## src/rtl/bcc_pkg.sv

```systemverilog
package bcc_pkg;

  typedef enum logic [2:0] {
    CYC_NONE   = 3'd0,
    CYC_MEMRD  = 3'd1,
    CYC_MEMWR  = 3'd2,
    CYC_IORD   = 3'd3,
    CYC_IOWR   = 3'd4,
    CYC_FETCH  = 3'd5,
    CYC_INTACK = 3'd6
  } cycType_t;

  // strobes from control to datapath
  typedef struct packed {
    logic latchAddr;
    logic captureData;
    logic emitRecord;
    logic dropPending;
  } dpStrobe_t;

  // memory request is decoded before I/O request
  function automatic cycType_t classifyStrobes(
    input logic m1N, input logic rdN, input logic wrN,
    input logic mreqN, input logic iorqN);
    cycType_t t;
    t = CYC_NONE;
    if (!mreqN) begin
      if (!rdN)      t = m1N ? CYC_MEMRD : CYC_FETCH;
      else if (!wrN) t = CYC_MEMWR;
    end else if (!iorqN) begin
      if (!m1N)      t = CYC_INTACK;
      else if (!rdN) t = CYC_IORD;
      else if (!wrN) t = CYC_IOWR;
    end
    return t;
  endfunction

endpackage

```

## src/rtl/bcc_sync.sv

```systemverilog
module bcc_sync #(
  parameter int WIDTH = 5,
  parameter int STAGES = 2,
  parameter logic [WIDTH-1:0] RESET_VAL = '0
) (
  input  logic             clk,
  input  logic             rstN,
  input  logic [WIDTH-1:0] dIn,
  output logic [WIDTH-1:0] dOut
);

  logic [WIDTH-1:0] stage [STAGES];

  always_ff @(posedge clk) begin
    if (!rstN) stage[0] <= RESET_VAL;
    else       stage[0] <= dIn;
  end

  for (genvar i = 1; i < STAGES; i++) begin : g_stage
    always_ff @(posedge clk) begin
      if (!rstN) stage[i] <= RESET_VAL;
      else       stage[i] <= stage[i-1];
    end
  end

  assign dOut = stage[STAGES-1];

endmodule

```

## src/rtl/bcc_ctrl.sv

```systemverilog
module bcc_ctrl
  import bcc_pkg::*;
(
  input  logic      clk,
  input  logic      rstN,
  input  logic      m1N,
  input  logic      rdN,
  input  logic      wrN,
  input  logic      mreqN,
  input  logic      iorqN,
  output cycType_t  prevType,
  output dpStrobe_t dpStrobe,
  output logic      beginPulse,
  output logic      endPulse,
  output logic      illegalPulse
);

  cycType_t curType;
  logic curActive, prevActive;

  assign curType    = classifyStrobes(m1N, rdN, wrN, mreqN, iorqN);
  assign curActive  = (curType != CYC_NONE);
  assign prevActive = (prevType != CYC_NONE);

  always_comb begin
    dpStrobe.latchAddr   = !prevActive && curActive;
    dpStrobe.captureData = curActive;
    dpStrobe.emitRecord  = prevActive && !curActive;
    dpStrobe.dropPending = prevActive && curActive && (curType != prevType);
  end

  always_ff @(posedge clk) begin
    if (!rstN) begin
      prevType     <= CYC_NONE;
      beginPulse   <= 1'b0;
      endPulse     <= 1'b0;
      illegalPulse <= 1'b0;
    end else begin
      prevType     <= curType;
      beginPulse   <= dpStrobe.latchAddr;
      endPulse     <= dpStrobe.emitRecord;
      illegalPulse <= dpStrobe.dropPending;
    end
  end

  // the three pulses never coincide
  a_r10_one_pulse: assert property (@(posedge clk) disable iff (!rstN)
    $onehot0({beginPulse, endPulse, illegalPulse}));

  // a begin follows an idle sample
  a_r6_begin_from_idle: assert property (@(posedge clk) disable iff (!rstN)
    beginPulse |-> (prevType != CYC_NONE) && ($past(prevType) == CYC_NONE));

  // an end leaves the bus idle
  a_r7_end_to_idle: assert property (@(posedge clk) disable iff (!rstN)
    endPulse |-> (prevType == CYC_NONE) && ($past(prevType) != CYC_NONE));

  // an illegal jump goes between two different active types
  a_r8_jump_types: assert property (@(posedge clk) disable iff (!rstN)
    illegalPulse |-> (prevType != CYC_NONE) && ($past(prevType) != CYC_NONE)
                     && (prevType != $past(prevType)));

endmodule

```

## src/rtl/bcc_dpath.sv

```systemverilog
module bcc_dpath
  import bcc_pkg::*;
#(
  parameter int ADDR_W = 16,
  parameter int DATA_W = 8
) (
  input  logic              clk,
  input  logic              rstN,
  input  dpStrobe_t         dpStrobe,
  input  cycType_t          prevType,
  input  logic [ADDR_W-1:0] addrS,
  input  logic [DATA_W-1:0] dataS,
  output cycType_t          recType,
  output logic [ADDR_W-1:0] recAddr,
  output logic [DATA_W-1:0] recData
);

  logic [ADDR_W-1:0] addrHold;
  logic [DATA_W-1:0] dataHold;

  always_ff @(posedge clk) begin
    if (!rstN) begin
      addrHold <= '0;
      dataHold <= '0;
    end else begin
      if (dpStrobe.latchAddr)        addrHold <= addrS;
      else if (dpStrobe.dropPending) addrHold <= '0;
      if (dpStrobe.captureData)      dataHold <= dataS;
    end
  end

  always_ff @(posedge clk) begin
    if (!rstN) begin
      recType <= CYC_NONE;
      recAddr <= '0;
      recData <= '0;
    end else if (dpStrobe.emitRecord) begin
      recType <= prevType;
      recAddr <= addrHold;
      recData <= dataHold;
    end
  end

  // a dropped cycle holds no address
  a_r8_drop_clears: assert property (@(posedge clk) disable iff (!rstN)
    $past(dpStrobe.dropPending) |-> (addrHold == '0));

  // the record holds between ends
  a_r7_record_hold: assert property (@(posedge clk) disable iff (!rstN)
    !$past(dpStrobe.emitRecord) && $past(rstN) |-> $stable(recAddr) && $stable(recData));

endmodule

```

## src/rtl/bus_cycle_classifier.sv

```systemverilog
module bus_cycle_classifier
  import bcc_pkg::*;
#(
  parameter int ADDR_W = 16,
  parameter int DATA_W = 8,
  parameter int SYNC_STAGES = 2
) (
  input  logic              clk,
  input  logic              rstN,
  input  logic              m1N,
  input  logic              rdN,
  input  logic              wrN,
  input  logic              mreqN,
  input  logic              iorqN,
  input  logic [ADDR_W-1:0] addrIn,
  input  logic [DATA_W-1:0] dataIn,
  output logic [2:0]        busType,
  output logic              cycBegin,
  output logic              cycEnd,
  output logic              cycIllegal,
  output logic [2:0]        recType,
  output logic [ADDR_W-1:0] recAddr,
  output logic [DATA_W-1:0] recData
);

  localparam int STB_W = 5;
  localparam int BUS_W = ADDR_W + DATA_W;

  logic [STB_W-1:0] stbS;
  logic [BUS_W-1:0] busS;
  cycType_t  prevType, recTypeE;
  dpStrobe_t dpStrobe;

  bcc_sync #(.WIDTH(STB_W), .STAGES(SYNC_STAGES), .RESET_VAL({STB_W{1'b1}})) u_stbSync (
    .clk(clk), .rstN(rstN), .dIn({m1N, rdN, wrN, mreqN, iorqN}), .dOut(stbS));

  bcc_sync #(.WIDTH(BUS_W), .STAGES(SYNC_STAGES), .RESET_VAL({BUS_W{1'b0}})) u_busSync (
    .clk(clk), .rstN(rstN), .dIn({addrIn, dataIn}), .dOut(busS));

  bcc_ctrl u_ctrl (
    .clk(clk), .rstN(rstN),
    .m1N(stbS[4]), .rdN(stbS[3]), .wrN(stbS[2]), .mreqN(stbS[1]), .iorqN(stbS[0]),
    .prevType(prevType), .dpStrobe(dpStrobe),
    .beginPulse(cycBegin), .endPulse(cycEnd), .illegalPulse(cycIllegal));

  bcc_dpath #(.ADDR_W(ADDR_W), .DATA_W(DATA_W)) u_dpath (
    .clk(clk), .rstN(rstN), .dpStrobe(dpStrobe), .prevType(prevType),
    .addrS(busS[BUS_W-1:DATA_W]), .dataS(busS[DATA_W-1:0]),
    .recType(recTypeE), .recAddr(recAddr), .recData(recData));

  assign busType = prevType;
  assign recType = recTypeE;

endmodule

```

## config.mk

```make
export PLATFORM = sky130hd
export DESIGN_NAME = bus_cycle_classifier
export DESIGN_NICKNAME = d
export VERILOG_FILES = /design/src/rtl/bcc_pkg.sv /design/src/rtl/bcc_sync.sv /design/src/rtl/bcc_ctrl.sv /design/src/rtl/bcc_dpath.sv /design/src/rtl/bus_cycle_classifier.sv
export SDC_FILE = /design/constraint.sdc
export NUM_CORES = 1
export LEC_CHECK = 0
export ABC_CLOCK_PERIOD_IN_PS = 3030
export BUFFER_PORTS_ARGS = -buffer_cell sky130_fd_sc_hd__buf_2
export CAP_MARGIN = 20
export CORE_ASPECT_RATIO = 2
export CORE_MARGIN = 2
export CORE_UTILIZATION = 59
export DETAILED_ROUTE_END_ITERATION = 7
export HOLD_SLACK_MARGIN = 0.15
export PLACE_DENSITY = 0.84
export SKIP_LAST_GASP = 1
export SLEW_MARGIN = 20
export SYNTH_ARGS = -nofsm -noshare
export SYNTH_HDL_FRONTEND = slang
export SYNTH_HIERARCHICAL = 1
export SYNTH_SLANG_ARGS = --single-unit
```

## constraint.sdc

```tcl
create_clock -name clk -period 3.03 [get_ports clk]
set_input_delay 0.4545 -clock clk [delete_from_list [all_inputs] [get_ports clk]]
set_output_delay 0.4545 -clock clk [all_outputs]
set_load 0.005 [all_outputs]
```

==> results.md <==
- Status: finished clean
- Worst setup path class: reg2reg
- Number of CTS-inserted buffers: 17
- Die width: 61.29 microns
- Die Ht: 118.6 microns
- Slew @ Worst Pin: between 800 and 900 ps
- Num Clock Sinks: 115
- PwrDens: 730.6 mW/mm^2
- RSZ-0062 raised after global routing: false
- Syn_area_per_cell: 11.46 sq um
- Worst min-delay path category: in2reg
- Initial Util: between 60 and 70%
- VDD IR max: between 500 and 600 uV
- Worst path max stage delay: 480 ps
- Placed Area: ~0.0042 sq mm
- Mux cell area share after synthesis: under 10%
- DRT iter0 DRCs: 133
- Tmin final: 1937 ps
- Compound-Gate Fraction of Synth Area: 3.489%
- Post-Synth Adder-Cell Area: 0%
- Cts hold-fix bufs: 0
- Largest net degree at the start of global routing: 64
- Warnings from Yosys: 6
- Critical Path Source Type: flop
- Leak: approximately 1.9 nW
- Die area: 0.007267 sq mm
- Setup Skew: ~5.3 ps
- Hold Path Depth: 2
- Clk slew on worst S/H paths: 50 ps
- DRC errors left: 0
- Period Utilization, post-route: 63.93%
- Crit-path cells: nand2b_1 -> a32oi_2 -> buf_4 -> and2_2 -> nand2b_1 -> o21ai_1
- Row count: 41
- Congestion Overflow GR: 0
- Buffer depth of the longest clock path: 2
- Critical Path AT: between 2000 and 2500 ps
- DRT Wirelength: 6409 microns
- Synth Area in XOR/XNOR: 0.6785%
- DR WL/cell: between 10 and 15 microns
- H-tree lvl count: 4
- Critical Path End Type: flop
- Simple-gate portion of the synthesized area: 23.07%
- DR pass1 iterations: 4
- Via-to-Cell Ratio: 4.865
- Max Cap Violations: 0
- Clk root buf: clkbuf_16
- Syn-to-layout area delta: 22.75%
- Number of vias in the routed layout: 2442
- Share of layout cells above drive strength 1: just under 30%
- Final setup TNS: 0 ps
- Worst r2r path cells: 6
- Syn Inst Count: ~340
- Commonest non-fill, non-tap cell in the layout: dfxtp_1
- Final setup fails: 0
- Design area: 0.004753 sq mm
- WP data required: 3310 ps
- Core box area: 0.006310 sq mm
- Most used cell along the critical path: nand2b_1
- Clk_lat worst skew: ~400 ps
- Cell area after synthesis: 0.003872 sq mm
- Max Slew Vio Count: 0
- Gr usage total: 19.23%
- Main combinational cell family by area after synthesis: simple AND/OR/NAND/NOR gates
- Post-DP HPWL: 3850 microns
- First-pass GRT wire length: 10180 microns
- Mapped Nets: 369
- Post-cts sizing count: 0
- Post-CTS setup buffers: 0
- Commonest cells after routing, fill and taps aside: 115 x dfxtp_1, 63 x buf_2, 36 x nor2b_1
- Antenna fix cells: 0
- F_max: slightly above 0.5 GHz
- Sequential area share after synthesis: 59.45%
- IO Pins: 64
- Placer's final routability congestion estimate: 0.7466
- Slowest CP cell: and2_2
- Synth unique cells: 29
- Synthesized flop and latch total: about 120
- Worst rel slew slack: 40.88%
- Initial antenna violation count: 0
- Final Hold Vio Count: 0
- Antenna viol nets, final: 0
- Max FO, Critical Path: 32
- Finished Core Util: 75.33%
- Vias in the first global route: 2379
- PortBufs: between 60 and 70
- Final net count: 435
- TritonCTS clock tree: done
==> critical path: cells and delay by family (launching register included) <==
family	cells	cell delay, ps
buffers and inverters	1	270
AND/OR/NAND/NOR	3	790
AO/OA/AOI/OAI	2	300
flip-flops	1	450
==> cells by family (layout without fill, tap and decap cells) <==
logic type,after synthesis,in the layout
xor gates and xnor gates,3,3
buffers and inverters,19,97
muxes,36,36
AOI/OAI and AO/OA,22,22
and+or+nand+nor,143,143
DFF,115,115
==> per-layer routing <==
layer / global-route usage [%] / vias to the layer above / part of all wire [%]
met3: 9.956 / 16 / 5.6
met4: 9.239 / 0 / 2.0
met5: 0 / - / 0
met1: 19.17 / 1127 / 41
met2: 31.32 / 64 / 52
li1: - / 1235 / -
==> power breakdown <==
group / switching [mW] / total (mW) / internal (mW)
Clock: 0.605 / 1.79 / 1.18
Combinational: 0.0521 / 0.114 / 0.0623
Sequential: 0.0138 / 1.57 / 1.56
==> area by class of cell <==
class	instances	area (sq um)
repair buffers	66	362.8
clock inverters	4	20.02
multi-input cells	204	1428
clock buffers	27	533.0
flip-flops and latches	115	2302
fillers	450	1556
well taps	86	107.6
==> cell usage after synthesis <==
library cell,count,area (sq um)
a21oi_1,1,5.000
a31oi_1,2,12.51
a32oi_2,1,16.27
and2_1,30,187.7
and2_2,22,165.2
and3_2,1,7.510
buf_12,2,40.04
buf_2,5,25.02
buf_4,2,15.01
buf_6,4,45.04
clkbuf_1,4,15.01
clkbuf_2,2,10.01
dfxtp_1,115,2302
mux2_4,1,15.01
mux2i_1,35,350.3
nand2_1,2,7.510
nand2b_1,30,187.7
nand2b_2,1,8.760
nand3_1,17,85.08
nor2_1,2,7.510
nor2b_1,36,225.2
nor3_1,1,5.000
o21ai_0,5,25.02
o21ai_1,11,55.05
o22a_1,1,8.760
o22ai_2,1,12.51
or3_1,1,6.260
xnor2_1,2,17.52
xor2_1,1,8.760
==> registers in the layout, indices dropped and copies added (netlist names) <==
| name | cells |
|---|---|
| u_busSync/stage | 48 |
| u_ctrl/beginPulse | 1 |
| u_ctrl/endPulse | 1 |
| u_ctrl/illegalPulse | 1 |
| u_ctrl/prevType | 3 |
| u_dpath/addrHold | 16 |
| u_dpath/dataHold | 8 |
| u_dpath/recAddr | 16 |
| u_dpath/recData | 8 |
| u_dpath/recType | 3 |
| u_stbSync/stage | 10 |
==> path summary, 6_finish.rpt <==
path / startpoint / end / slack (ps)
min reg2reg: u_stbSync/stage[0][4]$_SDFF_PN1_ / u_stbSync/stage[1][4]$_SDFF_PN1_ / 410
min: rdN / u_stbSync/stage[0][3]$_SDFF_PN1_ / 240
max: u_stbSync/stage[1][1]$_SDFF_PN1_ / u_dpath/addrHold[7]$_SDFFE_PN0P_ / 1090
max reg2reg: u_stbSync/stage[1][1]$_SDFF_PN1_ / u_dpath/addrHold[7]$_SDFFE_PN0P_ / 1090
==> stage by stage <==
| step | total power [mW] | hold WS [ps] | instances | setup slack, ps |
|---|---|---|---|---|
| after CTS | 3.503 | 221.3 | 502 | 1081 |
| after global routing | 3.597 | 233.4 | 502 | 946.1 |
| after floorplan | 1.682 | 386.3 | 338 | 1368 |
| after global placement | 1.709 | 391.6 | 471 | 1210 |
| final | 3.473 | 235.9 | 502 | 1093 |
| after detailed placement | 1.714 | 393.7 | 471 | 1156 |
(Power assumes the default switching activity.)
